### src/rtl/irq_prio_pkg.sv
// Package irq_prio_pkg
// Shared constants of the rotating priority interrupt resolver.
// Assumes the line count is a power of two, so rotated indices wrap by
// plain truncation.
package irq_prio_pkg;
    parameter int unsigned LINES_DEF   = 8;
    parameter int unsigned CASCADE_DEF = 2;
endpackage

### src/rtl/irq_prio_find.sv
// Module irq_prio_find
// Combinational rotated priority search. It returns the smallest position p
// such that vec[(p + rot) mod N] is set, or N when vec is empty.
// Assumes N is a power of two.
module irq_prio_find #(
    parameter int unsigned N  = 8,
    localparam int unsigned LW = $clog2(N)
) (
    input  logic [N-1:0]  vec,
    input  logic [LW-1:0] rot,
    output logic [LW:0]   pos
);
    // Scan from the lowest priority up, so the most urgent hit is written last.
    always_comb begin
        pos = (LW+1)'(N);
        for (int i = N - 1; i >= 0; i--) begin
            if (vec[LW'(i) + rot]) begin
                pos = (LW+1)'(i);
            end
        end
    end
endmodule

### src/rtl/irq_req_stage.sv
// Module irq_req_stage
// Request register with per-line edge or level capture. An edge line
// latches a low-to-high change until it is acknowledged. A level line
// copies its input each cycle. Assumes ack_clr is one-hot or zero.
module irq_req_stage #(
    parameter int unsigned N = 8
) (
    input  logic         clk,
    input  logic         rst_n,
    input  logic [N-1:0] req_in,
    input  logic [N-1:0] trig_q,
    input  logic [N-1:0] ack_clr,
    output logic [N-1:0] req_q
);
    logic [N-1:0] last_q;
    logic [N-1:0] req_d;

    // Next request value per line; a new edge wins over an acknowledge clear.
    for (genvar g = 0; g < N; g++) begin : g_line
        always_comb begin
            if (trig_q[g]) begin
                req_d[g] = req_in[g];
            end else begin
                req_d[g] = (req_q[g] & ~ack_clr[g]) | (req_in[g] & ~last_q[g]);
            end
        end

        // an edge line latches a fresh rising input.
        assert_edge_set_R2: assert property (@(posedge clk) disable iff (!rst_n)
            (!trig_q[g] && req_in[g] && !last_q[g]) |=> req_q[g]);

        // a level line tracks its input one cycle late.
        assert_level_follow_R3: assert property (@(posedge clk) disable iff (!rst_n)
            trig_q[g] |=> (req_q[g] == $past(req_in[g])));
    end

    // Store the previous input levels and the request register.
    always_ff @(posedge clk) begin
        if (!rst_n) begin
            last_q <= '0;
            req_q  <= '0;
        end else begin
            last_q <= req_in;
            req_q  <= req_d;
        end
    end
endmodule

### src/rtl/irq_service_ctl.sv
// Module irq_service_ctl
// Holds the in-service register and the rotation register, and applies
// acknowledge, non-specific and specific end-of-interrupt in one cycle.
// Assumes eoi_pos is the rotated search result over the full in-service set.
module irq_service_ctl #(
    parameter int unsigned N  = 8,
    localparam int unsigned LW = $clog2(N)
) (
    input  logic          clk,
    input  logic          rst_n,
    input  logic          ack_fire,
    input  logic [LW-1:0] ack_idx,
    input  logic          cfg_auto_eoi,
    input  logic          cfg_rot_aeoi,
    input  logic          eoi_ns,
    input  logic          eoi_sp,
    input  logic          eoi_rot,
    input  logic [LW-1:0] eoi_line,
    input  logic [LW:0]   eoi_pos,
    output logic [N-1:0]  isr_q,
    output logic [LW-1:0] rot_q
);
    localparam logic [N-1:0] ONE = {{(N-1){1'b0}}, 1'b1};

    logic          ns_hit;
    logic [LW-1:0] ns_idx;
    logic [N-1:0]  clr_vec;
    logic [N-1:0]  set_vec;
    logic [N-1:0]  isr_d;
    logic [LW-1:0] rot_d;

    // Pick the line closed by a non-specific command and build the masks.
    always_comb begin
        ns_hit  = eoi_ns && !eoi_pos[LW];
        ns_idx  = eoi_pos[LW-1:0] + rot_q;
        clr_vec = '0;
        if (ns_hit) clr_vec = clr_vec | (ONE << ns_idx);
        if (eoi_sp) clr_vec = clr_vec | (ONE << eoi_line);
        set_vec = (ack_fire && !cfg_auto_eoi) ? (ONE << ack_idx) : '0;
        isr_d   = (isr_q & ~clr_vec) | set_vec;
    end

    // Choose the next rotation; end-of-interrupt forms win over auto rotation.
    always_comb begin
        rot_d = rot_q;
        if (eoi_sp && eoi_rot) begin
            rot_d = eoi_line + LW'(1);
        end else if (ns_hit && eoi_rot) begin
            rot_d = ns_idx + LW'(1);
        end else if (ack_fire && cfg_auto_eoi && cfg_rot_aeoi) begin
            rot_d = ack_idx + LW'(1);
        end
    end

    // Register the in-service set and the rotation.
    always_ff @(posedge clk) begin
        if (!rst_n) begin
            isr_q <= '0;
            rot_q <= '0;
        end else begin
            isr_q <= isr_d;
            rot_q <= rot_d;
        end
    end

    // rotating specific end of interrupt moves priority past the named line.
    assert_seoi_rot_R11: assert property (@(posedge clk) disable iff (!rst_n)
        (eoi_sp && eoi_rot) |=> (rot_q == $past(eoi_line) + LW'(1)));

    // a specific end of interrupt without an acknowledge empties that line.
    assert_seoi_clear_R11: assert property (@(posedge clk) disable iff (!rst_n)
        (eoi_sp && !ack_fire) |=> !isr_q[$past(eoi_line)]);
endmodule

### src/rtl/irq_prio_core.sv
// Module irq_prio_core
// Top of the rotating priority interrupt resolver. Holds the mask and
// trigger registers, runs three rotated searches (pending, nesting view,
// full in-service) and drives irq_out and ack_line. Assumes the command
// strobes are single-cycle pulses from a surrounding decoder.
module irq_prio_core #(
    parameter int unsigned NUM_LINES    = irq_prio_pkg::LINES_DEF,
    parameter int unsigned CASCADE_LINE = irq_prio_pkg::CASCADE_DEF,
    localparam int unsigned LW = $clog2(NUM_LINES)
) (
    input  logic                 clk,
    input  logic                 rst_n,
    input  logic [NUM_LINES-1:0] req_in,
    input  logic                 mask_we,
    input  logic [NUM_LINES-1:0] mask_wdata,
    input  logic                 trig_we,
    input  logic [NUM_LINES-1:0] trig_wdata,
    input  logic                 cfg_auto_eoi,
    input  logic                 cfg_rot_aeoi,
    input  logic                 cfg_nest_excl,
    input  logic                 inta,
    input  logic                 eoi_ns,
    input  logic                 eoi_sp,
    input  logic                 eoi_rot,
    input  logic [LW-1:0]        eoi_line,
    output logic                 irq_out,
    output logic [LW-1:0]        ack_line
);
    localparam logic [NUM_LINES-1:0] ONE  = {{(NUM_LINES-1){1'b0}}, 1'b1};
    localparam logic [NUM_LINES-1:0] EXCL = ONE << CASCADE_LINE;

    logic [NUM_LINES-1:0] imr_q;
    logic [NUM_LINES-1:0] trig_q;
    logic [NUM_LINES-1:0] req_q;
    logic [NUM_LINES-1:0] isr_q;
    logic [LW-1:0]        rot_q;
    logic [NUM_LINES-1:0] pend_vec;
    logic [NUM_LINES-1:0] isr_view;
    logic [LW:0]          pend_pos;
    logic [LW:0]          cur_pos;
    logic [LW:0]          full_pos;
    logic [LW-1:0]        win_idx;
    logic                 ack_fire;
    logic [NUM_LINES-1:0] ack_clr;

    // Hold the software-written mask and trigger registers.
    always_ff @(posedge clk) begin
        if (!rst_n) begin
            imr_q  <= '0;
            trig_q <= '0;
        end else begin
            if (mask_we) imr_q  <= mask_wdata;
            if (trig_we) trig_q <= trig_wdata;
        end
    end

    // Form the search inputs and the acknowledge controls.
    always_comb begin
        pend_vec = req_q & ~imr_q;
        isr_view = cfg_nest_excl ? (isr_q & ~EXCL) : isr_q;
        win_idx  = pend_pos[LW-1:0] + rot_q;
        irq_out  = pend_pos < cur_pos;
        ack_line = irq_out ? win_idx : '1;
        ack_fire = inta && irq_out;
        ack_clr  = ack_fire ? (ONE << win_idx) : '0;
    end

    irq_req_stage #(.N(NUM_LINES)) req_i (
        .clk     (clk),
        .rst_n   (rst_n),
        .req_in  (req_in),
        .trig_q  (trig_q),
        .ack_clr (ack_clr),
        .req_q   (req_q)
    );

    irq_prio_find #(.N(NUM_LINES)) find_pend_i (
        .vec (pend_vec),
        .rot (rot_q),
        .pos (pend_pos)
    );

    irq_prio_find #(.N(NUM_LINES)) find_cur_i (
        .vec (isr_view),
        .rot (rot_q),
        .pos (cur_pos)
    );

    irq_prio_find #(.N(NUM_LINES)) find_full_i (
        .vec (isr_q),
        .rot (rot_q),
        .pos (full_pos)
    );

    irq_service_ctl #(.N(NUM_LINES)) svc_i (
        .clk          (clk),
        .rst_n        (rst_n),
        .ack_fire     (ack_fire),
        .ack_idx      (win_idx),
        .cfg_auto_eoi (cfg_auto_eoi),
        .cfg_rot_aeoi (cfg_rot_aeoi),
        .eoi_ns       (eoi_ns),
        .eoi_sp       (eoi_sp),
        .eoi_rot      (eoi_rot),
        .eoi_line     (eoi_line),
        .eoi_pos      (full_pos),
        .isr_q        (isr_q),
        .rot_q        (rot_q)
    );

    // the reported line is never a masked one.
    assert_mask_R4: assert property (@(posedge clk) disable iff (!rst_n)
        irq_out |-> !imr_q[ack_line]);

    // a real acknowledge puts the line in service.
    assert_ack_set_R8: assert property (@(posedge clk) disable iff (!rst_n)
        (ack_fire && !cfg_auto_eoi) |=> isr_q[$past(ack_line)]);

    // an acknowledge with nothing to report leaves service state alone.
    assert_spurious_R8: assert property (@(posedge clk) disable iff (!rst_n)
        (inta && !irq_out && !eoi_ns && !eoi_sp) |=> ($stable(isr_q) && $stable(rot_q)));

    // automatic end of service never adds an in-service bit.
    assert_aeoi_R9: assert property (@(posedge clk) disable iff (!rst_n)
        (ack_fire && cfg_auto_eoi && !eoi_ns && !eoi_sp) |=> $stable(isr_q));
endmodule

### config.mk
export PLATFORM = sky130hd
export DESIGN_NAME = irq_prio_core
export DESIGN_NICKNAME = d
export VERILOG_FILES = /design/src/rtl/irq_prio_pkg.sv /design/src/rtl/irq_prio_find.sv /design/src/rtl/irq_req_stage.sv /design/src/rtl/irq_service_ctl.sv /design/src/rtl/irq_prio_core.sv
export SDC_FILE = /design/constraint.sdc
export NUM_CORES = 1
export LEC_CHECK = 0
export BUFFER_PORTS_ARGS = -buffer_cell sky130_fd_sc_hd__buf_4
export CAP_MARGIN = 20
export CORE_MARGIN = 4
export CORE_UTILIZATION = 44
export DETAILED_ROUTE_END_ITERATION = 12
export GPL_ROUTABILITY_DRIVEN = 0
export GPL_TIMING_DRIVEN = 0
export PLACE_DENSITY = 0.69
export SLEW_MARGIN = 20
export SYNTH_ARGS = -nofsm -noshare
export SYNTH_HDL_FRONTEND = slang
export SYNTH_SLANG_ARGS = --single-unit
export TNS_END_PERCENT = 30
### constraint.sdc
create_clock -name clk -period 13.7 [get_ports clk]
set_input_delay 2.055 -clock clk [delete_from_list [all_inputs] [get_ports clk]]
set_output_delay 2.055 -clock clk [all_outputs]
set_load 0.1 [all_outputs]
# Word level (Yosys, flattened, before mapping)
# Index checks and enable logic that the tools add are counted.
# totals
regBits	43
in_bits	38
wordCells	175
# op_classes
n_addsub	12
order_cmp	9
n_shift	3
n_mux	89
bitwise_logic	46
n_reduce_logical	10
# ops
cell	n
$mux W4	24
$bmux W1 S3	24
$lt A3 B4 Y1 const B	8
$mux W1	32
$mux W8	4
$shl A1 B3 Y8 const A	3
$and A1 B1 Y1	16
$and A8 B8 Y8	2
$not A1 Y1	16
$not A8 Y8	2
$or A8 B8 Y8	2
$mux W3	5
$add A3 B3 Y3 const A	4
$add A3 B1 Y3 const B	3
$or A1 B1 Y1	8
$logic_and A1 B1 Y1	7
$add A2 B3 Y3 const A	2
$add A3 B3 Y3	2
$lt A4 B4 Y1	1
$add A1 B3 Y3 const A	1
$reduce_bool A3 Y1	1
$logic_not A1 Y1	2

# Depth between registers and ports, before layout
# Gate-level depths: netlist of run 1.
# depth
ltp_word	19
ltp_mapped	21
mapped_depth_nobuf	18

# Cells and area by module
# From an unflattened synthesis of run 1, not the netlist that was laid out.
# unflattened
cells_unflattened	426
area_unflattened_um2	4355.4
# by_module_without_submodules
module	instances	cells_per_inst	area_each_um2	seq_area_each_um2
irq_prio_find	3	63	688.2	0.0
irq_prio_core	1	95	913.4	320.3
irq_service_ctl	1	93	765.7	220.2
irq_req_stage	1	49	611.8	320.3

# Worst setup path after synthesis of run 1
# No wires, ideal clock.
# synth_path
path_type	reg-to-output
startpoint	register svc_i.rot_q[1]
endpoint	output ack_line[2]
arrival_ps	5095
slack_ps	6550
stages_incl_launch_ff	16
path_buffers	4
cell_sequence	dfxtp_1 > clkbuf_1 > clkbuf_1 > inv_1 > clkbuf_1 > ha_1 > xnor2_1 > mux4_2 > nor4b_1 > nor2b_1 > ha_1 > a211oi_1 > nand2_1 > o31ai_1 > buf_2 > nand2_1
# synth_via
elab_chain_len	13
word_cells_on_any_way	58
classes_between	add/sub: 8; order compare: 1; mux: 49
# synth_lines
element	line	rtl
start: declaration	irq_service_ctl.sv:21	output logic [LW-1:0] rot_q
start signal: assignment	irq_service_ctl.sv:62	rot_q <= rot_d;
$add A3 B3 Y3	irq_prio_find.sv:17	if (vec[LW'(i) + rot]) begin
$bmux W1 S3	irq_prio_find.sv:17	
$mux W1 (implied by the code)	irq_prio_find.sv:17	
$mux W4 (8 in a row)	irq_prio_find.sv:17	
$lt A4 B4 Y1 *	irq_prio_core.sv:62	irq_out = pend_pos < cur_pos;
via irq_out	irq_prio_core.sv:26	output logic irq_out,
$mux W3 *	irq_prio_core.sv:63	ack_line = irq_out ? win_idx : '1;
end: declaration	irq_prio_core.sv:27	output logic [LW-1:0] ack_line
# Mark *: on every way through the listed nets, which the timed path passes. The rest lies on a longest branch. The select of a mux whose other input is x is not followed.

# Final worst setup path of run 1
# layout_path
startpoint	register svc_i.rot_q[1]
endpoint	output irq_out
# layout_via
elab_chain_len	12
word_cells_on_any_way	56
classes_between	add/sub: 7; order compare: 1; mux: 48
# layout_lines
element	line
$add A3 B3 Y3	irq_prio_find.sv:17
$bmux W1 S3	irq_prio_find.sv:17
$mux W1 (implied by the code)	irq_prio_find.sv:17
$mux W4 (8 in a row)	irq_prio_find.sv:17
$lt A4 B4 Y1 *	irq_prio_core.sv:62
end: declaration	irq_prio_core.sv:26
# Mark *: on every way between the ends. The rest lies on a longest branch, timed or not. The select of a mux whose other input is x is not followed.

==> impl_metrics.env, run 1 <==
export IMPL_numPortBuffers=38
export IMPL_reg2reg_from="svc_i.rot_q[1]"
export IMPL_layout_drive_gt1_share_pct=18.4
export IMPL_grt_overflow=0
export IMPL_drcViolationCount=0
export IMPL_floorplan_rows=32
export IMPL_synthAdderAreaFrac_pct=3.96
export IMPL_die_h_um=97.7
export IMPL_synth_edf_count=0
export IMPL_nFillCells=729
export IMPL_min_period_ps=7880
export IMPL_skew_ps=7.80
export IMPL_layout_setup_ws_ps=5820
export IMPL_outcome="finished, final reports clean"
export IMPL_syn2layout_area_growth_pct=15.1
export IMPL_crit_path_start_kind="register"
export IMPL_cts_hold_buf=0
export IMPL_yosysSeqAreaShare_pct=24.3
export IMPL_layout_common_cells="dfxtp_1 (43), buf_4 (40), nor2_1 (38), nand2_1 (36), o21ai_0 (28)"
export IMPL_synth_compound_area_share_pct=19.6
export IMPL_drt_initial_drc_count=261
export IMPL_grt_total_usage_pct=19.3
export IMPL_synthDistinctLibCells=65
export IMPL_crit_family="buffers and inverters"
export IMPL_min_from="trig_q[5]"
export IMPL_regArea_um2=861
export IMPL_path_cells="clkbuf_1 -> clkbuf_1 -> inv_1 -> clkbuf_1 -> ha_1 -> xnor2_1 -> mux4_2 -> nor4b_1 -> nor2b_1 -> ha_1 -> a211oi_1 -> nand2_1 -> o31ai_1 -> buf_2 -> buf_4"
export IMPL_start_util_pct=45.6
export IMPL_max_stage_delay_ps=660
export IMPL_hpwl_mm=7.53
export IMPL_wire_per_inst_um=16.7
export IMPL_first_global_vias=3171
export IMPL_cts_resized=0
export IMPL_min_delay_path_depth=2
export IMPL_die_x_um=97.7
export IMPL_reg2reg_depth=21
export IMPL_vias_per_cell=6.14
export IMPL_num_vias=3491
export IMPL_fin_crit_sh_pct=57.5
export IMPL_cts_tree="done"
export IMPL_drtAntennaViolNets=0
export IMPL_clock_latency_ps=300
export IMPL_worstHoldEndpoint="trig_q[5]"
export IMPL_drv_slew=0
export IMPL_hold_path_class="reg -> reg"
export IMPL_grt_pass1_wl_mm=15.3
export IMPL_clock_fmax_mhz=127
export IMPL_synthMuxAreaShare_pct=20.7
export IMPL_crit_type="reg -> out"
export IMPL_critPathCaptureType="output pin"
export IMPL_drv_cap=0
export IMPL_nNetsFinal=514
export IMPL_place_ws_ps=6230
export IMPL_required_ps=11640
export IMPL_cts_buffers=5
export IMPL_antenna_found_initial=0
export IMPL_die_area_um2=9540
export IMPL_whs_ps=496
export IMPL_drt_total_wl_mm=9.49
export IMPL_cts_setup_buffers=0
export IMPL_root_buffer="clkbuf_8"
export IMPL_dr_pass1_iters=5
export IMPL_path_common_cell="clkbuf_1"
export IMPL_h_tree_depth=2
export IMPL_rsz0062_at_grt="false"
export IMPL_synth_simple_gate_area_share_pct=25.6
export IMPL_fin_setup_tns_ps=0
export IMPL_clk_path_buf_depth=2
export IMPL_cts_sinks=43
export IMPL_postSynthCellCount=421
export IMPL_clkTransAtPathRegs_ps=80
export IMPL_worstReg2RegEnd="svc_i.rot_q[2]"
export IMPL_syn_nets=469
export IMPL_post_place_cells=561
export IMPL_report_final_hold_viol_count=0
export IMPL_max_slew_margin_rel_pct=52.7
export IMPL_final_common_cell="dfxtp_1"
export IMPL_core_area_um2=7770
export IMPL_synth_xor_area_share_pct=1.73
export IMPL_synth_top_family_by_area="simple AND/OR/NAND/NOR gates"
export IMPL_final_cell_count_no_fill=569
export IMPL_dominantRegCellSynth="dfxtp_1"
export IMPL_multi_input_area_um2=2530
export IMPL_r2r_slack_ps=7640
export IMPL_path_max_fanout=11
export IMPL_arrival_ps=5820
export IMPL_avgSynthCellArea_um2=8.40
export IMPL_grt_max_degree=15
export IMPL_setup_viol=0
export IMPL_tightest_slew_ps=700
export IMPL_cp_num_buf_inv=6
export IMPL_synth_seq_cells=43
export IMPL_async_flop_share_pct=0
export IMPL_num_io_pins=42
export IMPL_antenna_cells=0
export IMPL_yosysWarnings=0
export IMPL_synth_area_um2=3540
export IMPL_cp_slowest_cell="nor4b_1"
## sequential cells by signal (all words and copies together) (netlist names)
register and cells:
imr_q 8, req_i.last_q 8, req_i.req_q 8, svc_i.isr_q 8, svc_i.rot_q 3, trig_q 8
## final cells by class
class,count,share of cell area (%)
clock buffer,6,2.03
inverter,16,1.47
buffer,19,2.09
sequential,43,21.1
multi-input combinational,343,62.2
timing repair buffer,38,7.00
clock inverter,2,0.952
tap,102,3.13
## synth_stat cells, drive strengths merged (5+ instances only)
library cell | n | area share [%]
a21oi | 11 | 1.6
and2 | 13 | 2.3
and3 | 5 | 0.88
buf | 8 | 1.2
clkbuf | 11 | 1.2
dfxtp | 43 | 24
ha | 8 | 2.8
inv | 15 | 1.6
mux2 | 6 | 1.9
mux2i | 26 | 7.4
mux4 | 18 | 11
nand2 | 36 | 3.8
nand2b | 18 | 3.2
nand3 | 27 | 3.8
nand3b | 5 | 1.1
nor2 | 38 | 4.0
nor2b | 12 | 2.1
nor3 | 11 | 1.6
o211ai | 5 | 1.2
o21a | 5 | 1.1
o21ai | 29 | 4.1
o22ai | 7 | 1.2
## worst min-delay path, cell delays in order, from the launching register on
cell	delay, ps
dfxtp_1	330
mux2i_1	60
nor2_1	70
## stage by stage
step           util (%)  cell area [µm²]
6_report           52.4             4070
5_1_grt            52.4             4070
4_1_cts            52.4             4070
3_5_place_dp       50.9             3950
3_3_place_gp       50.9             3950
2_1_floorplan         -             3540
## cell families (layout without fill, tap and decap cells)
| family | count (synthesis) | in the layout |
|---|---|---|
| simple gates | 179 | 179 |
| compound gates | 97 | 97 |
| mux | 50 | 50 |
| flops | 43 | 43 |
| buf+inv | 35 | 81 |
| fa+ha+maj | 10 | 10 |
| xor+xnor | 7 | 7 |
## per-layer routing
layer  wire length, µm  track usage (%)  vias to the layer above
li1                  -                -                     1661
met3               651             3.59                       18
met5                 0                0                        -
met2              4380             30.4                      157
met4               188             6.82                        0
met1              4280             26.4                     1655
## worst max path at each step
stage	startpoint	to	slack [ps]	cells past startpoint
2_1_floorplan	svc_i.rot_q[1]	ack_line[2]	6550	15
3_3_place_gp	svc_i.rot_q[1]	irq_out	6350	15
3_5_place_dp	svc_i.rot_q[1]	irq_out	6230	15
6_report	svc_i.rot_q[1]	irq_out	5820	15
4_1_cts	svc_i.rot_q[1]	ack_line[0]	5880	16
5_1_grt	svc_i.rot_q[1]	ack_line[2]	5350	16
Power of run 1 is left out: the tool's default activity adds up to more than one toggle a clock period on the data nets, which glitch-free logic cannot reach.
==> run 2, diff against run 1 <==
--- a/config.mk
+++ b/config.mk
@@ -5,6 +5,7 @@
 export SDC_FILE = /design/constraint.sdc
 export NUM_CORES = 1
 export LEC_CHECK = 0
+export ABC_AREA = 1
 export BUFFER_PORTS_ARGS = -buffer_cell sky130_fd_sc_hd__buf_4
 export CAP_MARGIN = 20
 export CORE_MARGIN = 4
@@ -12,7 +13,7 @@
 export DETAILED_ROUTE_END_ITERATION = 12
 export GPL_ROUTABILITY_DRIVEN = 0
 export GPL_TIMING_DRIVEN = 0
-export PLACE_DENSITY = 0.69
+export PLACE_DENSITY = 0.7
 export SLEW_MARGIN = 20
 export SYNTH_ARGS = -nofsm -noshare
 export SYNTH_HDL_FRONTEND = slang
==> constraint.sdc (replaced) <==
create_clock -name clk -period 8.2 [get_ports clk]
set_input_delay 1.23 -clock clk [delete_from_list [all_inputs] [get_ports clk]]
set_output_delay 1.23 -clock clk [all_outputs]
set_load 0.1 [all_outputs]
==> impl_metrics.env, run 2 <==
export IMPL_fin_setup_tns_ps=0
export IMPL_clock_latency_ps=300
export IMPL_path_cells="inv_2 -> buf_4 -> ha_1 -> buf_4 -> clkinv_1 -> o21ai_0 -> or2_0 -> a21boi_1 -> nand2_1 -> nor2_1 -> nand4_1 -> ha_1 -> a21oi_1 -> nand2_2 -> inv_1 -> buf_4"
export IMPL_synth_area_um2=3100
export IMPL_yosysWarnings=0
export IMPL_drv_cap=0
export IMPL_hold_path_class="reg -> reg"
export IMPL_tightest_slew_ps=487
export IMPL_grt_pass1_wl_mm=13.8
export IMPL_drtAntennaViolNets=0
export IMPL_ys_top_cells_by_area="dfxtp_1 (28%), nand2_1 (21%), nand3_1 (9.8%)"
export IMPL_grt_total_usage_pct=20.0
export IMPL_start_util_pct=45.4
export IMPL_min_period_ps=5310
export IMPL_wire_per_inst_um=12.4
export IMPL_crit_path_start_kind="register"
export IMPL_outcome="finished, final reports clean"
export IMPL_root_buffer="clkbuf_8"
export IMPL_synth_commonest_cells="nand2_1 (172), inv_1 (67), nand3_1 (61), dfxtp_1 (43), a21oi_1 (32)"
export IMPL_hpwl_mm=6.65
export IMPL_cp_slowest_cell="dfxtp_1"
export IMPL_arrival_ps=4080
export IMPL_drcViolationCount=0
export IMPL_avgSynthCellArea_um2=6.04
export IMPL_dominantRegCellSynth="dfxtp_1"
export IMPL_clkTransAtPathRegs_ps=80
export IMPL_die_h_um=91.9
export IMPL_synth_top_cell_area_share_pct=27.8
export IMPL_drt_total_wl_mm=8.13
export IMPL_layout_common_cells="nand2_1 (172), inv_1 (67), nand3_1 (61), buf_4 (43), dfxtp_1 (43)"
export IMPL_max_slew_margin_rel_pct=67.3
export IMPL_cts_hold_buf=0
export IMPL_report_final_hold_viol_count=0
export IMPL_required_ps=6970
export IMPL_async_flop_share_pct=0
export IMPL_clk_path_buf_depth=2
export IMPL_drv_slew=0
export IMPL_critPathCaptureType="output pin"
export IMPL_r2r_slack_ps=3870
export IMPL_synth_seq_cells=43
export IMPL_nNetsFinal=608
export IMPL_numPortBuffers=40
export IMPL_antenna_found_initial=0
export IMPL_antenna_cells=0
export IMPL_yosysTopAreaCell="dfxtp_1"
export IMPL_postSynthCellCount=513
export IMPL_yosysSeqAreaShare_pct=27.8
export IMPL_drt_initial_drc_count=196
export IMPL_die_x_um=91.9
export IMPL_crit_type="reg -> out"
export IMPL_final_common_cell="nand2_1"
export IMPL_h_tree_depth=2
export IMPL_cts_sinks=43
export IMPL_core_area_um2=6830
export IMPL_fin_crit_sh_pct=64.7
export IMPL_setup_viol=0
export IMPL_max_stage_delay_ps=480
export IMPL_cts_setup_buffers=0
export IMPL_first_global_vias=3074
export IMPL_synth_edf_count=0
export IMPL_cts_resized=0
export IMPL_syn_nets=561
export IMPL_rsz0062_at_grt="false"
export IMPL_layout_drive_gt1_share_pct=12.3
export IMPL_floorplan_rows=30
export IMPL_synthDistinctLibCells=35
export IMPL_skew_ps=10.3
export IMPL_grt_max_degree=14
export IMPL_dr_pass1_iters=5
export IMPL_path_max_fanout=10
export IMPL_die_area_um2=8450
export IMPL_yosysMostFrequentCell="nand2_1"
export IMPL_cts_tree="done"
export IMPL_path_common_cell="buf_4"
export IMPL_num_vias=3333
export IMPL_cts_buffers=5
export IMPL_syn2layout_area_growth_pct=16.2
export IMPL_clock_fmax_mhz=188
export IMPL_grt_overflow=0
export IMPL_vias_per_cell=5.08
export IMPL_num_io_pins=42
run 2: cell types whose count changed after synthesis, moves of 14 or more:
cell,previous run,this run
mux4_2,18,0
inv_1,13,67
nor2_1,38,24
a21oi_1,11,32
nand2_1,36,172
nand3_1,27,61
mux2i_1,26,0
nand2b_1,18,0
run 2: area by class of cell:
cell class              count  area, µm²
plain buffers              13       78.8
clock buffers               5       68.8
clock inverters             2       13.8
fillers                   745       3230
inverters                  74        278
multi-input cells         383       1880
flip-flops and latches     43        861
well taps                  96        120
repair buffers             40        300
run 2: logic make-up (layout without fill, tap and decap cells):
group / count (synthesis) / count (layout) / share of synthesized area [%]
xor+xnor: 5 / 5 / 1.90
flops: 43 / 43 / 27.8
simple gates: 287 / 287 / 39.9
compound gates: 81 / 81 / 14.4
buf+inv: 87 / 134 / 11.5
fa+ha+maj: 10 / 10 / 4.52
run 2: stage by stage:
step           util [%]  std cells  worst slack [ps]  cell area [µm²]  hold WS (ps)
2_1_floorplan         -        513              2840             3100           444
3_3_place_gp       51.5        649              3290             3520           450
4_1_cts            52.7        656              2940             3600           472
3_5_place_dp       51.5        649              3260             3520           454
5_1_grt            52.7        656              2530             3600           497
6_report           52.7        656              2890             3600           475
run 2: routing by layer:
layer | up-vias | wire length [µm] | GRT usage, %
met2 | 105 | 3700 | 33.0
met1 | 1463 | 3890 | 26.6
met5 | - | 0 | 0
met3 | 8 | 451 | 3.69
li1 | 1757 | - | -
met4 | 0 | 87 | 5.69
run 2: critical path, delay by kind of cell (launching register included):
family,cells,cell delay [ps]
AND/OR/NAND/NOR,5,640
adder cells (fa/ha/maj),2,590
flip-flops,1,480
buffers and inverters,6,1150
AO/OA/AOI/OAI,3,920
run 2: worst paths after layout:
kind                                       from              to  cells after the start
worst max-delay path             svc_i.rot_q[0]         irq_out                     16
worst max register to register   svc_i.rot_q[0]  svc_i.rot_q[2]                     26
worst min-delay path            req_i.last_q[3]  req_i.req_q[3]                      3
worst min register to register  req_i.last_q[3]  req_i.req_q[3]                      3
Power of run 2 is left out for the same reason.
==> run 3, diff against run 2 <==
==> constraint.sdc (replaced) <==
create_clock -name clk -period 5.2 [get_ports clk]
set_input_delay 0.78 -clock clk [delete_from_list [all_inputs] [get_ports clk]]
set_output_delay 0.78 -clock clk [all_outputs]
set_load 0.1 [all_outputs]
==> impl_metrics.env, run 3 (synthesized netlist as in run 2, its figures left out) <==
export IMPL_drv_cap=0
export IMPL_required_ps=4420
export IMPL_grt_total_usage_pct=20.0
export IMPL_die_x_um=91.9
export IMPL_r2r_slack_ps=850
export IMPL_report_final_hold_viol_count=0
export IMPL_first_global_vias=3074
export IMPL_wire_per_inst_um=12.4
export IMPL_core_area_um2=6830
export IMPL_cts_tree="done"
export IMPL_start_util_pct=45.4
export IMPL_layout_common_cells="nand2_1 (172), inv_1 (67), nand3_1 (61), buf_4 (43), dfxtp_1 (43)"
export IMPL_min_from="req_i.last_q[3]"
export IMPL_die_area_um2=8450
export IMPL_antenna_found_initial=0
export IMPL_min_period_ps=4830
export IMPL_grt_max_degree=14
export IMPL_path_max_fanout=10
export IMPL_drv_slew=0
export IMPL_die_h_um=91.9
export IMPL_grt_pass1_wl_mm=13.8
export IMPL_layout_setup_ws_ps=366
export IMPL_root_buffer="clkbuf_8"
export IMPL_syn2layout_area_growth_pct=16.3
export IMPL_max_slew_margin_rel_pct=67.5
export IMPL_critPathCaptureType="output pin"
export IMPL_rsz0062_at_grt="false"
export IMPL_reg2reg_depth=26
export IMPL_worstHoldEndpoint="req_i.req_q[3]"
export IMPL_vias_per_cell=5.09
export IMPL_dr_pass1_iters=5
export IMPL_setup_viol=0
export IMPL_drtAntennaViolNets=0
export IMPL_cts_sinks=43
export IMPL_nFillCells=745
export IMPL_hpwl_mm=6.65
export IMPL_fin_setup_tns_ps=0
export IMPL_arrival_ps=4050
export IMPL_regArea_um2=861
export IMPL_worstReg2RegEnd="svc_i.rot_q[2]"
export IMPL_h_tree_depth=2
export IMPL_nNetsFinal=608
export IMPL_cts_setup_buffers=0
export IMPL_tightest_slew_ps=483
export IMPL_numPortBuffers=40
export IMPL_post_route_util_pct=52.8
export IMPL_fin_crit_sh_pct=93.0
export IMPL_drt_total_wl_mm=8.14
export IMPL_multi_input_area_um2=1890
export IMPL_layout_drive_gt1_share_pct=12.5
export IMPL_final_common_cell="nand2_1"
export IMPL_crit_path_start_kind="register"
export IMPL_outcome="finished, final reports clean"
export IMPL_num_io_pins=42
export IMPL_min_delay_path_depth=3
export IMPL_skew_ps=11.0
export IMPL_num_vias=3337
export IMPL_floorplan_rows=30
export IMPL_clock_fmax_mhz=207
export IMPL_cts_buffers=5
export IMPL_drt_initial_drc_count=189
export IMPL_whs_ps=475
export IMPL_reg2reg_from="svc_i.rot_q[0]"
export IMPL_crit_type="reg -> out"
export IMPL_clock_latency_ps=300
export IMPL_drcViolationCount=0
export IMPL_antenna_cells=0
export IMPL_grt_overflow=0
export IMPL_place_ws_ps=714
export IMPL_hold_path_class="reg -> reg"
export IMPL_clk_path_buf_depth=2
export IMPL_clkTransAtPathRegs_ps=80
==> run 3: cell counts in the layout (fill, tap and decap cells not counted) <==
Identical to the previous run, type by type.
==> run 3: layer usage <==
| metal | vias to the layer above | GRT usage, % | share of wire [%] |
|---|---|---|---|
| li1 | 1756 | - | - |
| met2 | 107 | 33.0 | 46 |
| met4 | 0 | 5.69 | 1.4 |
| met3 | 10 | 3.69 | 5.9 |
| met1 | 1464 | 26.6 | 47 |
| met5 | - | 0 | 0 |
==> run 3: what timing repair did <==
item                                    CTS  global route
endpoints found under the setup margin    0             3
hold endpoints to repair                  0             0
hold buffers                              0             0
resized for setup                         0             1
==> run 3: through the flow <==
stage | cells | area, µm²
global route | 656 | 3610
CTS | 656 | 3600
floorplan | 513 | 3100
finish | 656 | 3610
global placement | 649 | 3520
detailed placement | 649 | 3520
==> run 3: area by class of cell <==
type	instances	share of cell area (%)
multi-input combinational	383	52.3
sequential	43	23.9
clock buffer	5	1.91
timing repair buffer	40	8.32
buffer	13	2.19
clock inverter	2	0.382
inverter	74	7.70
tap	96	3.33
==> run 3: how the worst max path moves through the flow <==
stage                     slack [ps]      startpoint  depth (start not counted)           to
after floorplan                  290  svc_i.rot_q[0]                         16  ack_line[0]
after global placement           740  svc_i.rot_q[0]                         24  ack_line[2]
after detailed placement         710  svc_i.rot_q[0]                         16      irq_out
after CTS                        390  svc_i.rot_q[0]                         16      irq_out
after global routing              40  svc_i.rot_q[0]                         24  ack_line[2]
final                            370  svc_i.rot_q[0]                         24  ack_line[2]
==> run 3: worst max-delay path, cell delays in order, from the launching register on <==
cell and delay [ps]:
dfxtp_1 490, inv_2 110, buf_4 190, ha_1 290, buf_4 170, clkinv_1 170
nand3_1 100, nand2_1 100, nand2_1 50, nand2_1 110, nand2_1 60, nand2_1 50
nand2_1 40, nand2_1 50, nand2_1 40, nand2_1 80, inv_1 60, ha_1 190
fa_1 380, xor2_1 240, o21ai_1 120, nand2_2 160, inv_1 110, nand2_1 80
buf_4 280
Power of run 3 is left out for the same reason.
